### src/rtl/vsched_pkg.sv
package vsched_pkg;
   typedef enum logic [2:0] {
      K_MATRIX = 3'd0,
      K_TONES  = 3'd1,
      K_OUTER  = 3'd2,
      K_COS    = 3'd3,
      K_HALF   = 3'd4,
      K_REDUCE = 3'd5,
      K_NONE   = 3'd6
   } sched_kind_e;
endpackage

### src/rtl/vsched_trunc_mul.sv
module vsched_trunc_mul #(
   parameter int A_W = 6,
   parameter int B_W = 6,
   parameter int P_W = 7
) (
   input  logic [A_W-1:0] a_i,
   input  logic [B_W-1:0] b_i,
   output logic [P_W-1:0] p_o
);
   localparam int F_W = A_W + B_W;
   logic [F_W-1:0] full_w;
   assign full_w = F_W'(a_i) * F_W'(b_i);

   generate
      if (P_W <= F_W) begin : g_trunc
         assign p_o = full_w[P_W-1:0];
      end else begin : g_pad
         assign p_o = {{(P_W-F_W){1'b0}}, full_w};
      end
   endgenerate
endmodule

### src/rtl/vsched_mode_decode.sv
module vsched_mode_decode
   import vsched_pkg::*;
#(
   parameter int SEL_W = 4
) (
   input  logic [SEL_W-1:0] sel_i,
   output sched_kind_e      kind_o
);
   generate
      if (SEL_W != 4) begin : g_bad_sel
         $error("vsched_mode_decode: selector must be 4 bits");
      end
   endgenerate

   always_comb begin
      case (sel_i)
         4'b0000:                   kind_o = K_MATRIX;
         4'b0001, 4'b0100, 4'b1100: kind_o = K_TONES;
         4'b0011, 4'b1011:          kind_o = K_OUTER;
         4'b0101, 4'b1101:          kind_o = K_COS;
         4'b0110, 4'b1110, 4'b1111: kind_o = K_HALF;
         4'b0111:                   kind_o = K_REDUCE;
         default:                   kind_o = K_NONE;
      endcase
   end
endmodule

### src/rtl/vsched_iter_engine.sv
module vsched_iter_engine
   import vsched_pkg::*;
#(
   parameter int DIM_W = 5,
   parameter int VL_W  = 7,
   parameter int CAP   = 5,
   parameter int CNT_W = $clog2(CAP + 1)
) (
   input  logic             clk,
   input  logic             rst_n,
   input  logic             load_i,
   input  sched_kind_e      kind_i,
   input  logic [DIM_W-1:0] xd_i,
   input  logic [DIM_W-1:0] yd_i,
   input  logic [DIM_W-1:0] zd_i,
   output logic             busy_o,
   output logic             fin_o,
   output logic [VL_W-1:0]  vl_o
);
   localparam int SW  = VL_W + 1;
   localparam int D1W = DIM_W + 1;

   sched_kind_e      kind_q;
   logic [DIM_W-1:0] xd_q, yd_q, zd_q;
   logic             run_q;
   logic [CNT_W-1:0] n_q;
   logic [VL_W-1:0]  acc_q, itc_q, size_q;
   logic [SW-1:0]    step_q, j_q;

   logic [D1W-1:0]   xp1_in, xp1, yp1, zp1;
   logic [SW-1:0]    n_tot;
   logic [DIM_W-1:0] xd_shift;
   logic             stage_go;
   logic [VL_W-1:0]  mat_xy, mat_vl, tones_vl, outer_term;

   assign xp1_in   = D1W'(xd_i) + D1W'(1);
   assign xp1      = D1W'(xd_q) + D1W'(1);
   assign yp1      = D1W'(yd_q) + D1W'(1);
   assign zp1      = D1W'(zd_q) + D1W'(1);
   assign n_tot    = SW'(xp1);
   assign xd_shift = xd_q >> n_q;
   assign stage_go = (n_q < CNT_W'(CAP)) && xd_shift[0];
   assign busy_o   = run_q;

   vsched_trunc_mul #(.A_W(D1W), .B_W(D1W), .P_W(VL_W)) u_mat_xy (
      .a_i(xp1), .b_i(yp1), .p_o(mat_xy));
   vsched_trunc_mul #(.A_W(VL_W), .B_W(D1W), .P_W(VL_W)) u_mat_z (
      .a_i(mat_xy), .b_i(zp1), .p_o(mat_vl));
   vsched_trunc_mul #(.A_W(D1W), .B_W(CNT_W), .P_W(VL_W)) u_tones (
      .a_i(xp1), .b_i(n_q), .p_o(tones_vl));
   vsched_trunc_mul #(.A_W(VL_W), .B_W(VL_W), .P_W(VL_W)) u_outer (
      .a_i(itc_q - VL_W'(1)), .b_i(size_q), .p_o(outer_term));

   always_comb begin
      fin_o = 1'b0;
      vl_o  = acc_q;
      case (kind_q)
         K_MATRIX: begin fin_o = run_q;              vl_o = mat_vl;   end
         K_TONES:  begin fin_o = run_q && !stage_go; vl_o = tones_vl; end
         K_OUTER,
         K_COS:    begin fin_o = run_q && !stage_go; vl_o = acc_q;    end
         K_HALF:   begin fin_o = run_q;              vl_o = VL_W'(xp1); end
         K_REDUCE: begin fin_o = run_q && !(step_q < n_tot); vl_o = acc_q; end
         default:  begin fin_o = run_q;              vl_o = '0;       end
      endcase
   end

   always_ff @(posedge clk or negedge rst_n) begin
      if (!rst_n) begin
         kind_q <= K_NONE;
         xd_q   <= '0;
         yd_q   <= '0;
         zd_q   <= '0;
         run_q  <= 1'b0;
         n_q    <= '0;
         acc_q  <= '0;
         itc_q  <= '0;
         size_q <= '0;
         step_q <= '0;
         j_q    <= '0;
      end else if (load_i) begin
         kind_q <= kind_i;
         xd_q   <= xd_i;
         yd_q   <= yd_i;
         zd_q   <= zd_i;
         run_q  <= 1'b1;
         n_q    <= '0;
         acc_q  <= '0;
         itc_q  <= VL_W'(xp1_in >> 1);
         size_q <= VL_W'(1);
         step_q <= SW'(1);
         j_q    <= '0;
      end else if (run_q) begin
         if (fin_o) begin
            run_q <= 1'b0;
         end else begin
            case (kind_q)
               K_TONES: n_q <= n_q + CNT_W'(1);
               K_OUTER: begin
                  acc_q  <= acc_q + outer_term;
                  size_q <= size_q << 1;
                  itc_q  <= itc_q >> 1;
                  n_q    <= n_q + CNT_W'(1);
               end
               K_COS: begin
                  acc_q <= acc_q + itc_q;
                  itc_q <= itc_q >> 1;
                  n_q   <= n_q + CNT_W'(1);
               end
               K_REDUCE: begin
                  if ((j_q + step_q) < n_tot) begin
                     j_q   <= j_q + (step_q << 1);
                     acc_q <= acc_q + VL_W'(1);
                  end else begin
                     step_q <= step_q << 1;
                     j_q    <= '0;
                  end
               end
               default: ;
            endcase
         end
      end
   end

   // the trailing-ones stage counter never passes the cap
   p_stage_cap_r2: assert property (@(posedge clk) disable iff (!rst_n)
      n_q <= CNT_W'(CAP));

   // the reduction stride is always a power of two while running
   p_step_pow2_r6: assert property (@(posedge clk) disable iff (!rst_n)
      (run_q && kind_q == K_REDUCE) |-> ($countones(step_q) == 1));

   // a finishing cycle ends the run
   p_fin_ends_run_r11: assert property (@(posedge clk) disable iff (!rst_n)
      fin_o |=> !run_q);
endmodule

### src/rtl/vsched_len_calc.sv
module vsched_len_calc
   import vsched_pkg::*;
#(
   parameter int DIM_W = 5,
   parameter int VL_W  = 7,
   parameter int SEL_W = 4,
   parameter int CAP   = 5
) (
   input  logic             clk,
   input  logic             rst_n,
   input  logic             start,
   input  logic [DIM_W-1:0] x_dim,
   input  logic [DIM_W-1:0] y_dim,
   input  logic [DIM_W-1:0] z_dim,
   input  logic [SEL_W-1:0] sched_sel,
   input  logic             vf_in,
   output logic             done,
   output logic [VL_W-1:0]  vl,
   output logic [VL_W-1:0]  maxvl,
   output logic             vf_out
);
   localparam int D1W = DIM_W + 1;

   generate
      if (VL_W < D1W) begin : g_bad_vl
         $error("vsched_len_calc: VL_W must hold x_dim+1");
      end
      if (CAP < 1 || CAP > DIM_W) begin : g_bad_cap
         $error("vsched_len_calc: CAP must lie in 1..DIM_W");
      end
   endgenerate

   sched_kind_e      kind_w, kind_q;
   logic [DIM_W-1:0] zd_q;
   logic             vf_q;
   logic             load_w, busy_w, fin_w;
   logic [VL_W-1:0]  vl_w, maxvl_w;
   logic [D1W-1:0]   scale_w;

   assign load_w = start && !busy_w;

   vsched_mode_decode #(.SEL_W(SEL_W)) u_dec (
      .sel_i(sched_sel), .kind_o(kind_w));

   vsched_iter_engine #(.DIM_W(DIM_W), .VL_W(VL_W), .CAP(CAP)) u_eng (
      .clk(clk), .rst_n(rst_n), .load_i(load_w), .kind_i(kind_w),
      .xd_i(x_dim), .yd_i(y_dim), .zd_i(z_dim),
      .busy_o(busy_w), .fin_o(fin_w), .vl_o(vl_w));

   always_comb begin
      case (kind_q)
         K_MATRIX: scale_w = D1W'(1);
         K_NONE:   scale_w = '0;
         default:  scale_w = D1W'(zd_q) + D1W'(1);
      endcase
   end

   vsched_trunc_mul #(.A_W(VL_W), .B_W(D1W), .P_W(VL_W)) u_scale (
      .a_i(vl_w), .b_i(scale_w), .p_o(maxvl_w));

   always_ff @(posedge clk or negedge rst_n) begin
      if (!rst_n) begin
         kind_q <= K_NONE;
         zd_q   <= '0;
         vf_q   <= 1'b0;
         done   <= 1'b0;
         vl     <= '0;
         maxvl  <= '0;
         vf_out <= 1'b0;
      end else begin
         if (load_w) begin
            kind_q <= kind_w;
            zd_q   <= z_dim;
            vf_q   <= vf_in;
         end
         done <= fin_w;
         if (fin_w) begin
            vl     <= vl_w;
            maxvl  <= maxvl_w;
            vf_out <= vf_q;
         end
      end
   end

   // done is a single-cycle strobe
   p_done_pulse_r11: assert property (@(posedge clk) disable iff (!rst_n)
      done |=> !done);

   // results move only together with done
   p_hold_r11: assert property (@(posedge clk) disable iff (!rst_n)
      ((vl != $past(vl)) || (maxvl != $past(maxvl)) || (vf_out != $past(vf_out)))
      |-> done);

   // a run begins only from a start strobe
   p_accept_idle_r10: assert property (@(posedge clk) disable iff (!rst_n)
      $rose(busy_w) |-> $past(start));

   // a zero length can never scale to a nonzero maximum
   p_zero_scale_r7: assert property (@(posedge clk) disable iff (!rst_n)
      (done && vl == '0) |-> (maxvl == '0));
endmodule

### config.mk
export PLATFORM = sky130hd
export DESIGN_NAME = vsched_len_calc
export DESIGN_NICKNAME = d
export VERILOG_FILES = /design/src/rtl/vsched_pkg.sv /design/src/rtl/vsched_trunc_mul.sv /design/src/rtl/vsched_mode_decode.sv /design/src/rtl/vsched_iter_engine.sv /design/src/rtl/vsched_len_calc.sv
export SDC_FILE = /design/constraint.sdc
export NUM_CORES = 1
export LEC_CHECK = 0
export BUFFER_PORTS_ARGS = -buffer_cell sky130_fd_sc_hd__buf_2
export CAP_MARGIN = 10
export CORE_MARGIN = 4
export CORE_UTILIZATION = 35
export DETAILED_ROUTE_END_ITERATION = 16
export GPL_TIMING_DRIVEN = 0
export SYNTH_ARGS = -nofsm -noshare
export SYNTH_HDL_FRONTEND = slang
export SYNTH_SLANG_ARGS = --single-unit
### constraint.sdc
create_clock -name clk -period 9.1 [get_ports clk]
set_clock_uncertainty 0.05 [all_clocks]
set_input_delay 1.82 -clock clk [delete_from_list [all_inputs] [get_ports clk]]
set_output_delay 1.82 -clock clk [all_outputs]
set_load 0.005 [all_outputs]
* Yosys cells after proc, flatten, opt, wreduce, memory -nomap -nowiden
Memories as Yosys holds them, arrays and structs flattened. A register that Yosys moved wholly into a read port is not among the register bits.
Index checks and enable logic that the tools add are counted.
** Storage, ports and cells
- Memories kept :: 1
- Word-level logic and storage cells :: 102
- Output and inout bits :: 16
- Input bits :: 23
- Register bits :: 73
- Memory bits (read-only) :: 48
** Cells by class
- Reduce and logical (&&, ||, !) cells :: 24
- Mux-type cells :: 33
- Shifts and indexed selects :: 1
- Order comparisons :: 3
- Equal/unequal tests :: 9
- Multipliers :: 5
- $add $sub $neg :: 11
** Memory list
- (name not given) :: depth 16, bits a word 3, read ports 1, clocked after Yosys merged registers in 1, wr ports 0, RTL line vsched_mode_decode.sv:16 : case (sel_i)
** Operators with widths (number)
- 7-bit two-way mux :: 12
- 8-bit two-way mux :: 10
- 7-bit case mux with 4 select lines :: 1
- 5-bit by 1-bit adder with 6-bit output, second input constant :: 4
- 7-bit case mux with 3 select lines :: 1
- 8-bit adder :: 2
- 8-bit by 6-bit less-than comparator with 1-bit output :: 2
- 7-bit adder :: 2
- 7-bit by 6-bit multiplier with 7-bit output :: 2
- 3-bit two-way mux :: 4
- 6-bit case mux with 2 select lines :: 1
- 3-bit AND reduction :: 4
- 2-bit nonzero test :: 5
- 3-bit equality test, second input constant :: 3
- 4-bit AND reduction :: 2
- 7-bit by 1-bit adder with 7-bit output, second input constant :: 1
- 6-bit by 3-bit multiplier with 7-bit output :: 1
- 6-bit by 6-bit multiplier with 7-bit output :: 1
- 7-bit by 7-bit multiplier with 7-bit output :: 1
- 7-bit by 1-bit subtractor with 7-bit output, second input constant :: 1
- 3-bit by 2-bit equality test with 1-bit output, second input constant :: 2
- 3-bit OR reduction :: 2
- 5-bit by 3-bit >> shifter with 1-bit output :: 1
- 1-bit logical AND :: 4
- other kinds (11) :: 17

* Longest topological paths before layout
Gate-level depths: netlist (run 1).
- Word-level depth :: 8
- Depth in mapped cells :: 36
- Mapped depth without buffers :: 36

* By module
Synthesis (run 1) repeated with hierarchy kept, for this count alone.
** Second synthesis, totals
- Cell total of the unflattened synthesis :: 800
- Area, all modules :: 7895.1 µm²
** By module, submodules not included
- vsched_iter_engine :: sequential area each 1403.8 µm², times used 1, area each 3973.8 µm², cells an instance 405
- vsched_len_calc :: sequential area each 628.1 µm², times used 1, area each 1136.1 µm², cells an instance 71
- vsched_trunc_mul (u_eng.u_outer) :: sequential area each 0.0 µm², times used 1, area each 660.6 µm², cells an instance 79
- vsched_trunc_mul (u_eng.u_mat_z) :: sequential area each 0.0 µm², times used 1, area each 581.8 µm², cells an instance 61
- vsched_trunc_mul (u_scale) :: sequential area each 0.0 µm², times used 1, area each 579.3 µm², cells an instance 61
- vsched_trunc_mul (u_eng.u_mat_xy) :: sequential area each 0.0 µm², times used 1, area each 563.0 µm², cells an instance 69
- vsched_trunc_mul (u_eng.u_tones) :: sequential area each 0.0 µm², times used 1, area each 351.6 µm², cells an instance 45
- vsched_mode_decode :: sequential area each 0.0 µm², times used 1, area each 48.8 µm², cells an instance 9

* Worst setup path after synthesis (run 1)
OpenSTA, ideal clock, no wires.
- Path kind :: register to register
- Start point :: reg u_eng.xd_q[0]
- End point :: reg maxvl[6]
- Setup time :: 0.132 ns
- Period minus slack after synthesis :: 9.174 ns
- Slack :: -0.074 ns
- Arrival time :: 8.992 ns
- Required time :: 8.918 ns
- Path buffers :: 0
- Cell stages (with the launch flop) :: 36
- Cell sequence :: dfrtp_1 > ha_1 > nand3_2 > xor2_2 > or2_2 > fa_1 > inv_1 > ha_1 > inv_1 > fa_1 > inv_1 > fa_1 > nand2b_1 > fa_1 > inv_1 > ha_1 > fa_1 > inv_1 > fa_1 > mux4_2 > a2bb2oi_1 > nor2_1 > fa_1 > inv_1 > fa_1 > fa_1 > inv_1 > ha_1 > a21oi_1 > xnor2_1 > xnor2_1 > xnor2_1 > xor3_1 > and3_1 > a311oi_1 > nand3_1
** Between the ends
- Word-level cells in the longest chain between the ends :: 5
- Elaborated cells between the ends (all ways) :: 14
- Classes of those cells :: 1 x add/sub; 4 x mul; 1 x order compare; 1 x shift; 2 x mux; 5 x reduce/logical
** Ends and longest elaborated chain
- from (decl) :: RTL line vsched_iter_engine.sv:24 : logic [DIM_W-1:0] xd_q, yd_q, zd_q;
- from (signal assigned) :: RTL line vsched_iter_engine.sv:83 : xd_q <= xd_i;
- 5-bit by 1-bit adder with 6-bit output / 5-bit by 3-bit >> shifter with 1-bit output (equally long branches) :: RTL line vsched_iter_engine.sv:37, vsched_iter_engine.sv:41
- 6-bit by 6-bit multiplier with 7-bit output, or another cell as far along :: RTL line vsched_trunc_mul.sv:12 : assign full_w = F_W'(a_i) * F_W'(b_i);
- 7-bit by 6-bit multiplier with 7-bit output, or another cell as far along :: RTL line vsched_trunc_mul.sv:12
- 7-bit case mux with 4 select lines, or another cell as far along :: RTL line vsched_iter_engine.sv:57 : case (kind_q)
- 7-bit by 6-bit multiplier with 7-bit output / 1-bit case mux with 2 select lines (equally long branches) :: RTL line vsched_trunc_mul.sv:12, vsched_iter_engine.sv:57
- to (signal assigned) :: RTL line vsched_len_calc.sv:79 : maxvl <= maxvl_w;
- to (decl) :: RTL line vsched_len_calc.sv:19 : output logic [VL_W-1:0] maxvl,
Several ways; a longest one is shown, not always the timed one.
A chain may end at the register's enable or synchronous reset.

* Final worst setup path (run 1)
Same ends and word-level chain as after synthesis.

==> impl_metrics.tcl, run 1 <==
set metrics [dict create \
    critPathSlowestCell "fa_1" \
    layout.nets 1062 \
    synth_cells 845 \
    htreeDepth 3 \
    synth-compound-area-share_pct 11.0 \
    grt_pass1_vias 5984 \
    ios 39 \
    regArea_mm2 0.00183 \
    fp.dieW_um 154 \
    critPathMostFrequentCell "fa_1" \
    core-area_mm2 0.0206 \
    end_kind "register" \
    wl_per_cell_um 14.9 \
    clockBufferDepth 2 \
    setup_viol 1 \
    post-route-util_pct 41.8 \
    path_delay_family "adder cells" \
    worstMarginPinSlew_ps 705 \
    muxShareOfSynthArea_pct 2.46 \
    synth-simple-area-share_pct 20.4 \
    worstSetupPathType "register to register" \
    cp.required_ps 9270 \
    start_util_pct 36.1 \
    rsz0062_at_grt "yes" \
    ys_ff_latch 73 \
    grt_pass1_wl_um 30700 \
    vias 5842 \
    grt-ovfl-total 0 \
    area_growth_pct 15.8 \
    layout-drive-gt1-share_pct 14.1 \
    n_antenna_cell 0 \
    hold_path_class "register to register" \
    synthAdderAreaFrac_pct 26.1 \
    worstSkewPairLatency_ps 350 \
    hold_viol 0 \
    first_pass_iters 4 \
    cts_tree "built" \
    die_h_um 154 \
    synthXorXnorAreaFrac_pct 9.98 \
    ys_seq_area_share_pct 24.7 \
    drt-total-wl_um 17700 \
    status "finished, violations left" \
    numCtsBuffers 9 \
    violations "setup timing" \
    cp-start-kind "register" \
    dieArea_mm2 0.0236 \
    worstPathMaxFanout 5 \
    synth_edf_count 0 \
    root_buffer "clkbuf_16" \
    fmax_ghz 0.109 \
    syn_nets 995 \
    grt_max_degree 54 \
    path_clk_slew_ps 60 \
    yosys_warnings 0 \
    synth_top_flop_cell "dfrtp_1" \
    maxSlewViolCount 0 \
    place.port_buffers 38 \
    ctsHoldBuffers 0 \
    drc 0 \
    cts_sinks 73 \
    final.min_clock_period_ps 9170 \
    rows 52 \
    yosys.cell_types.count 61 \
    drv_cap 0 \
    maxSlewHeadroom_pct 53.0 \
    fill_cells 2103 \
    timing.hold.ws_ps 422 \
    arrival_ps 9350 \
    ys_async_sr_fraction_pct 100 \
    multiInputGateArea_mm2 0.00539 \
    grt_usage_pct 15.9 \
    viasPerCell 4.92 \
    crit_buf_inv 5 \
    synth_top_family_by_area "adder cells" \
    ant_nets 0 \
    antenna_found_initial 0 \
    fin_ws_ps -71.5 \
    synth.avg_cell_area_um2 8.78 \
    place.gp.congestion 0.845 \
    finalCritPeriodShare_pct 101 \
    max_stage_delay_ps 550 \
    place_hpwl_um 13900 \
    synth_area_mm2 0.00742 \
    drt_iter0_drc 268 \
]
[cell type report]
| type | instances | share of cell area [%] |
|---|---|---|
| multi-input combinational | 668 | 62.7 |
| sequential | 73 | 21.4 |
| timing repair buffer | 56 | 4.05 |
| tap | 270 | 3.93 |
| inverter | 76 | 3.32 |
| clock buffer | 11 | 2.83 |
| buffer | 28 | 1.35 |
| clock inverter | 5 | 0.452 |
[Yosys cell counts (3+ instances only)]
cell type  number  share of area (%)
nand2_1       125                6.3
ha_1           81                 14
inv_1          73                3.7
dfrtp_1        71                 24
nor2_1         64                3.2
fa_1           46                 12
xnor2_1        45                5.3
o21ai_0        42                2.8
nor2b_1        37                3.1
a21oi_1        32                2.2
nand3_1        25                1.7
clkbuf_1       22                1.1
xor2_1         19                2.2
a21o_1         14                1.4
nand2b_1       14                1.2
and2_1         13                1.1
nor3_1         11               0.74
mux2i_1         7               0.94
or2_2           7               0.59
buf_2           6               0.40
or3_1           6               0.51
and3_1          5               0.42
o21a_1          5               0.51
a22oi_1         4               0.40
a2bb2oi_1       4               0.47
mux2_2          4               0.61
o21ai_1         4               0.27
a211o_1         3               0.35
mux4_2          3               0.91
nand4_1         3               0.25
o21bai_1        3               0.30
xnor2_2         3               0.66
xnor3_1         3               0.91
[kinds of logic after synthesis]
kind of cell | count (synthesis)
simple gates | 322
xor+xnor | 73
compound gates | 132
mux | 14
fa+ha+maj | 127
flops | 73
buf+inv | 104
[through the flow]
step	cells	instance area, um2	setup WS, ps	setup TNS (ps)
floorplan	845	7480	1.87	0
global placement	1153	8010	-940	-940
detailed placement	1154	8040	-991	-991
CTS	1187	8580	-124	-124
global route	1187	8590	-474	-474
finish	1187	8590	-71.5	-71.5
[worst paths after layout]
kind	from	to	slack, ps	cells past startpoint
setup / recovery	u_eng.xd_q[0]	maxvl[6]	-70	34
hold / removal	vl[5]	vl[5]	420	2
setup reg to reg	u_eng.xd_q[0]	maxvl[6]	-70	34
hold reg to reg	vl[5]	vl[5]	420	2
max in group asynchronous	rst_n	u_eng.kind_q[2]	7070	2
min in group asynchronous	rst_n	u_eng.zd_q[2]	1310	1
[sequential cells by signal, summed over array words and instances (netlist names)]
register and cells:
u_eng.n_q 3, u_eng.acc_q 7, vf_out 1, u_eng.size_q 7, u_eng.kind_q 3, vf_q 1
u_eng.zd_q 5, vl 7, u_eng.step_q 8, done 1, u_eng.xd_q 5, u_eng.itc_q 5
u_eng.busy_o 1, u_eng.yd_q 5, maxvl 7, u_eng.j_q 7
[cell usage in the layout (no fill, tap or decap), types with 4 or more instances in the layout]
master / synthesis / layout
mux2i_1: 7 / 7
clkbuf_16: 0 / 9
inv_1: 73 / 69
dfrtp_2: 0 / 4
clkbuf_1: 22 / 22
o21ai_0: 42 / 42
ha_1: 81 / 77
or2_2: 7 / 6
o21a_1: 5 / 5
and3_1: 5 / 5
inv_2: 1 / 5
fa_1: 46 / 46
buf_2: 6 / 43
ha_4: 0 / 4
dfrtp_1: 71 / 67
mux2_2: 4 / 4
and2_1: 13 / 13
a21oi_1: 32 / 31
a21o_1: 14 / 14
a22oi_1: 4 / 4
nand2_1: 125 / 125
o21ai_1: 4 / 4
xor2_1: 19 / 17
xnor2_1: 45 / 42
nand2b_1: 14 / 14
buf_4: 0 / 18
nand3_1: 25 / 23
xnor2_2: 3 / 5
or3_1: 6 / 6
nor2_1: 64 / 62
nor3_1: 11 / 10
nor2b_1: 37 / 37
[tightest hold or removal path, cell delays in order (launching register included)]
cell     delay [ps]
dfrtp_1         330
nand2_1          50
o21ai_0          60
[metal layers]
metal | vias up | track usage, % | wire, um
li1 | 2944 | - | -
met1 | 2808 | 22.3 | 8660
met2 | 69 | 24.9 | 8120
met3 | 21 | 3.18 | 572
met4 | 0 | 5.09 | 373
met5 | - | 0 | 0
[timing repair]
item,in CTS,in global routing
gates resized for setup,26,2
pin swaps,24,1
setup endpoints to repair,1,1
setup buffers,17,0
gates cloned,0,0
Power of run 1 is not shown: default switching activity piles up to over one toggle a cycle in this logic, so the estimate is an artifact.
==> inputs of run 2 (changes only) <==
--- a/config.mk
+++ b/config.mk
@@ -9,8 +9,10 @@
 export CAP_MARGIN = 10
 export CORE_MARGIN = 4
 export CORE_UTILIZATION = 35
+export CTS_CLUSTER_DIAMETER = 60
 export DETAILED_ROUTE_END_ITERATION = 16
 export GPL_TIMING_DRIVEN = 0
+export SETUP_SLACK_MARGIN = 0.3
 export SYNTH_ARGS = -nofsm -noshare
 export SYNTH_HDL_FRONTEND = slang
 export SYNTH_SLANG_ARGS = --single-unit
==> impl_metrics.tcl, run 2 (synthesis results as in run 1) <==
set metrics [dict create \
    layout.nets 1064 \
    ctsHoldBuffers 0 \
    rows 52 \
    worstSkewPairLatency_ps 350 \
    fin_setup_tns_ps 0 \
    place.gp.congestion 0.833 \
    htreeDepth 3 \
    status "finished, final reports clean" \
    core-area_mm2 0.0206 \
    hold_path_class "register to register" \
    die_h_um 154 \
    viasPerCell 4.95 \
    cp.required_ps 9280 \
    maxSlewHeadroom_pct 49.5 \
    drt-total-wl_um 17700 \
    final_cell_mix "125 x nand2_1, 74 x ha_1, 67 x inv_1" \
    critPathSlowestCell "fa_1" \
    worstSetupPathType "register to register" \
    grt_pass1_vias 5953 \
    place.port_buffers 38 \
    met2_usage_pct 25.0 \
    top_usage_layer "met2" \
    drt_iter0_drc 261 \
    final_common_cell "nand2_1" \
    critPathMostFrequentCell "fa_1" \
    ant_nets 0 \
    vias 5882 \
    end_kind "register" \
    largest_register "u_eng.step_q" \
    crit_buf_inv 5 \
    wl_per_cell_um 14.9 \
    layout-drive-gt1-share_pct 14.9 \
    cp-start-kind "register" \
    worstMarginPinSlew_ps 758 \
    grt-ovfl-total 0 \
    grt_usage_pct 15.6 \
    dieArea_mm2 0.0236 \
    placed_area_mm2 0.00805 \
    max_stage_delay_ps 540 \
    worstPathMaxFanout 4 \
    final.min_clock_period_ps 9050 \
    root_buffer "clkbuf_16" \
    antenna_found_initial 0 \
    final_cell_area_mm2 0.00864 \
    setup_viol 0 \
    area_growth_pct 16.5 \
    arrival_ps 9230 \
    numCtsBuffers 9 \
    largest_reg_flops 8 \
    first_pass_iters 5 \
    path_delay_family "adder cells" \
    path_clk_slew_ps 60 \
    start_util_pct 36.1 \
    n_antenna_cell 0 \
    cts_tree "built" \
    fmax_ghz 0.110 \
    fp.dieW_um 154 \
    grt_pass1_wl_um 30200 \
    use_met1_pct 22.0 \
    drv_cap 0 \
    finalCritPeriodShare_pct 99.5 \
    rsz0062_at_grt "yes" \
    clockBufferDepth 2 \
    drc 0 \
    cts_sinks 73 \
    maxSlewViolCount 0 \
    use_met3_pct 2.78 \
    place_hpwl_um 13900 \
    ios 39 \
    grt_max_degree 54 \
    hold_viol 0 \
]
==> run 2: cell types whose count changed in the layout (fill, tap and decap cells not counted), moves of 2 or more <==
cell | previous run | this run
inv_1 | 69 | 67
clkinv_4 | 1 | 3
dfrtp_1 | 67 | 65
ha_1 | 77 | 74
dfrtp_2 | 4 | 6
ha_4 | 4 | 7
inv_2 | 5 | 7
==> run 2: what timing repair did <==
item                                    in CTS  in global routing
endpoints found under the setup margin       1                  1
resized for setup                           21                 10
pin swaps                                   27                 12
setup buffers                               18                  1
==> run 2: worst reg2reg max path: cells and delay by family, from the launching register on <==
kind	cells	cell delay, ps
XOR/XNOR	5	920
buffers and inverters	5	230
adder cells (fa/ha/maj)	13	5180
flip-flops	1	420
AND/OR/NAND/NOR	6	860
multiplexers	1	500
AO/OA/AOI/OAI	4	790
==> run 2: path summary, 6_finish.rpt <==
check	endpoint	startpoint	depth (start not counted)	slack, ps
max	maxvl[6]	u_eng.xd_q[1]	34	50
min	maxvl[3]	maxvl[3]	2	420
max reg2reg	maxvl[6]	u_eng.xd_q[1]	34	50
min reg2reg	maxvl[3]	maxvl[3]	2	420
max in group asynchronous	u_eng.kind_q[1]	rst_n	2	7070
min in group asynchronous	u_eng.yd_q[1]	rst_n	1	1310
==> run 2: cell type report <==
class                   instances  area [um2]
plain buffers                  28         116
clock buffers                  11         233
clock inverters                 5        40.0
fillers                      2103       11900
inverters                      76         285
multi-input cells             668        5420
flip-flops and latches         73        1840
well taps                     270         338
repair buffers                 58         379
==> run 2: metrics by stage <==
stage	utilization, %	worst slack [ps]	std cells	hold slack [ps]
after global routing	42.0	-272	1189	449
after global placement	39.0	-891	1153	409
after floorplan	-	172	845	389
final	42.0	47.0	1189	416
after detailed placement	39.2	-930	1154	411
after CTS	41.7	-125	1188	426
==> run 2: routing by layer <==
metal  wire length [um]  up-vias
li1                   -     2939
met1               8700     2838
met2               8230       89
met3                614       16
met4                193        0
met5                  0        -
Power of run 2 is left out for the same reason.
==> inputs of run 3 (changes only) <==
--- a/config.mk
+++ b/config.mk
@@ -12,6 +12,7 @@
 export CTS_CLUSTER_DIAMETER = 60
 export DETAILED_ROUTE_END_ITERATION = 16
 export GPL_TIMING_DRIVEN = 0
+export RECOVER_POWER = 25
 export SETUP_SLACK_MARGIN = 0.3
 export SYNTH_ARGS = -nofsm -noshare
 export SYNTH_HDL_FRONTEND = slang
==> impl_metrics.tcl, run 3 (synthesis results as in run 1) <==
set metrics [dict create \
    fmax_ghz 0.110 \
    antenna_found_initial 0 \
    use_met1_pct 22.0 \
    worstSkewPairLatency_ps 350 \
    hold_path_class "register to register" \
    path_clk_slew_ps 60 \
    use_met3_pct 2.78 \
    htreeDepth 3 \
    final_cell_mix "125 x nand2_1, 74 x ha_1, 67 x inv_1" \
    grt_pass1_wl_um 30200 \
    max_stage_delay_ps 540 \
    maxSlewHeadroom_pct -94.7 \
    drt-total-wl_um 17700 \
    first_pass_iters 5 \
    vias 5869 \
    critPathSlowestCell "fa_1" \
    top_usage_layer "met2" \
    arrival_ps 9220 \
    setup_viol 0 \
    wl_per_cell_um 14.9 \
    critPathMostFrequentCell "fa_1" \
    dieArea_mm2 0.0236 \
    core-area_mm2 0.0206 \
    layout-drive-gt1-share_pct 14.7 \
    end_kind "register" \
    final_common_cell "nand2_1" \
    drc 0 \
    layout.nets 1064 \
    clockBufferDepth 2 \
    rsz0062_at_grt "yes" \
    area_growth_pct 16.2 \
    fp.dieW_um 154 \
    maxSlewViolCount 54 \
    cp.required_ps 9270 \
    cp-start-kind "register" \
    root_buffer "clkbuf_16" \
    rr_worst_depth 34 \
    place_inst 1154 \
    hold_depth 2 \
    violations "capacitance limit, slew limit" \
    n_antenna_cell 0 \
    grt_usage_pct 15.6 \
    grt_max_degree 54 \
    worstSetupPathType "register to register" \
    largest_register "u_eng.step_q" \
    ios 39 \
    worstMarginPinSlew_ps 2920 \
    cts_sinks 73 \
    cts_tree "built" \
    largest_reg_flops 8 \
    finalCritPeriodShare_pct 99.5 \
    fin_cells 1189 \
    hold_viol 0 \
    status "finished, violations left" \
    rows 52 \
    final.min_clock_period_ps 9050 \
    place.gp.congestion 0.833 \
    die_h_um 154 \
    drv_cap 1 \
    grt_pass1_vias 5953 \
    worstPathMaxFanout 4 \
    place.port_buffers 38 \
    start_util_pct 36.1 \
    grt-ovfl-total 0 \
    place_hpwl_um 13900 \
    met2_usage_pct 25.0 \
    numCtsBuffers 9 \
    viasPerCell 4.94 \
    drt_iter0_drc 263 \
    ant_nets 0 \
]
-- run 3: timing repair --
item | CTS | global route
pin swaps | 27 | 12
endpoints found under the setup margin | 1 | 1
buffers inserted | 18 | 1
gates resized for setup | 21 | 10
hold buffers | 0 | 0
-- run 3: path summary, 6_finish.rpt --
check / slack, ps / end / startpoint
worst max register to register: 50 / maxvl[6] / u_eng.xd_q[1]
worst max-delay path: 50 / maxvl[6] / u_eng.xd_q[1]
min in group asynchronous: 1640 / u_eng.yd_q[1] / rst_n
worst min register to register: 420 / maxvl[3] / maxvl[3]
max in group asynchronous: 3800 / u_eng.xd_q[1] / rst_n
worst min-delay path: 420 / maxvl[3] / maxvl[3]
-- run 3: layout make-up --
type | instances | area (um2)
flip-flops and latches | 73 | 1840
multi-input cells | 668 | 5420
clock buffers | 11 | 233
clock inverters | 5 | 40.0
inverters | 76 | 285
plain buffers | 28 | 116
fillers | 2109 | 11900
repair buffers | 58 | 352
well taps | 270 | 338
-- run 3: routing by layer --
metal	share of wire, %	vias to the layer above	wire [um]
met4	0.99	0	175
met2	47	79	8240
met5	0	-	0
met3	3.3	15	593
li1	-	2937	-
met1	49	2838	8700
-- run 3: stage by stage --
step	setup slack (ps)	setup TNS, ps	utilization [%]	instance area, um2	hold slack, ps
global route	-272	-272	41.9	8620	449
global placement	-891	-891	39.0	8020	409
CTS	-125	-125	41.7	8570	426
finish	49.6	0	41.9	8620	416
detailed placement	-930	-930	39.2	8050	411
floorplan	172	0	-	7490	389
-- run 3: critical path: cells and delay by family (launching register included) --
kind	cells	cell delay, ps
compound gates	4	790
buf+inv	5	230
simple gates	6	860
flops	1	420
mux	1	500
fa+ha+maj	13	5180
xor+xnor	5	920
Power of run 3 is left out for the same reason.
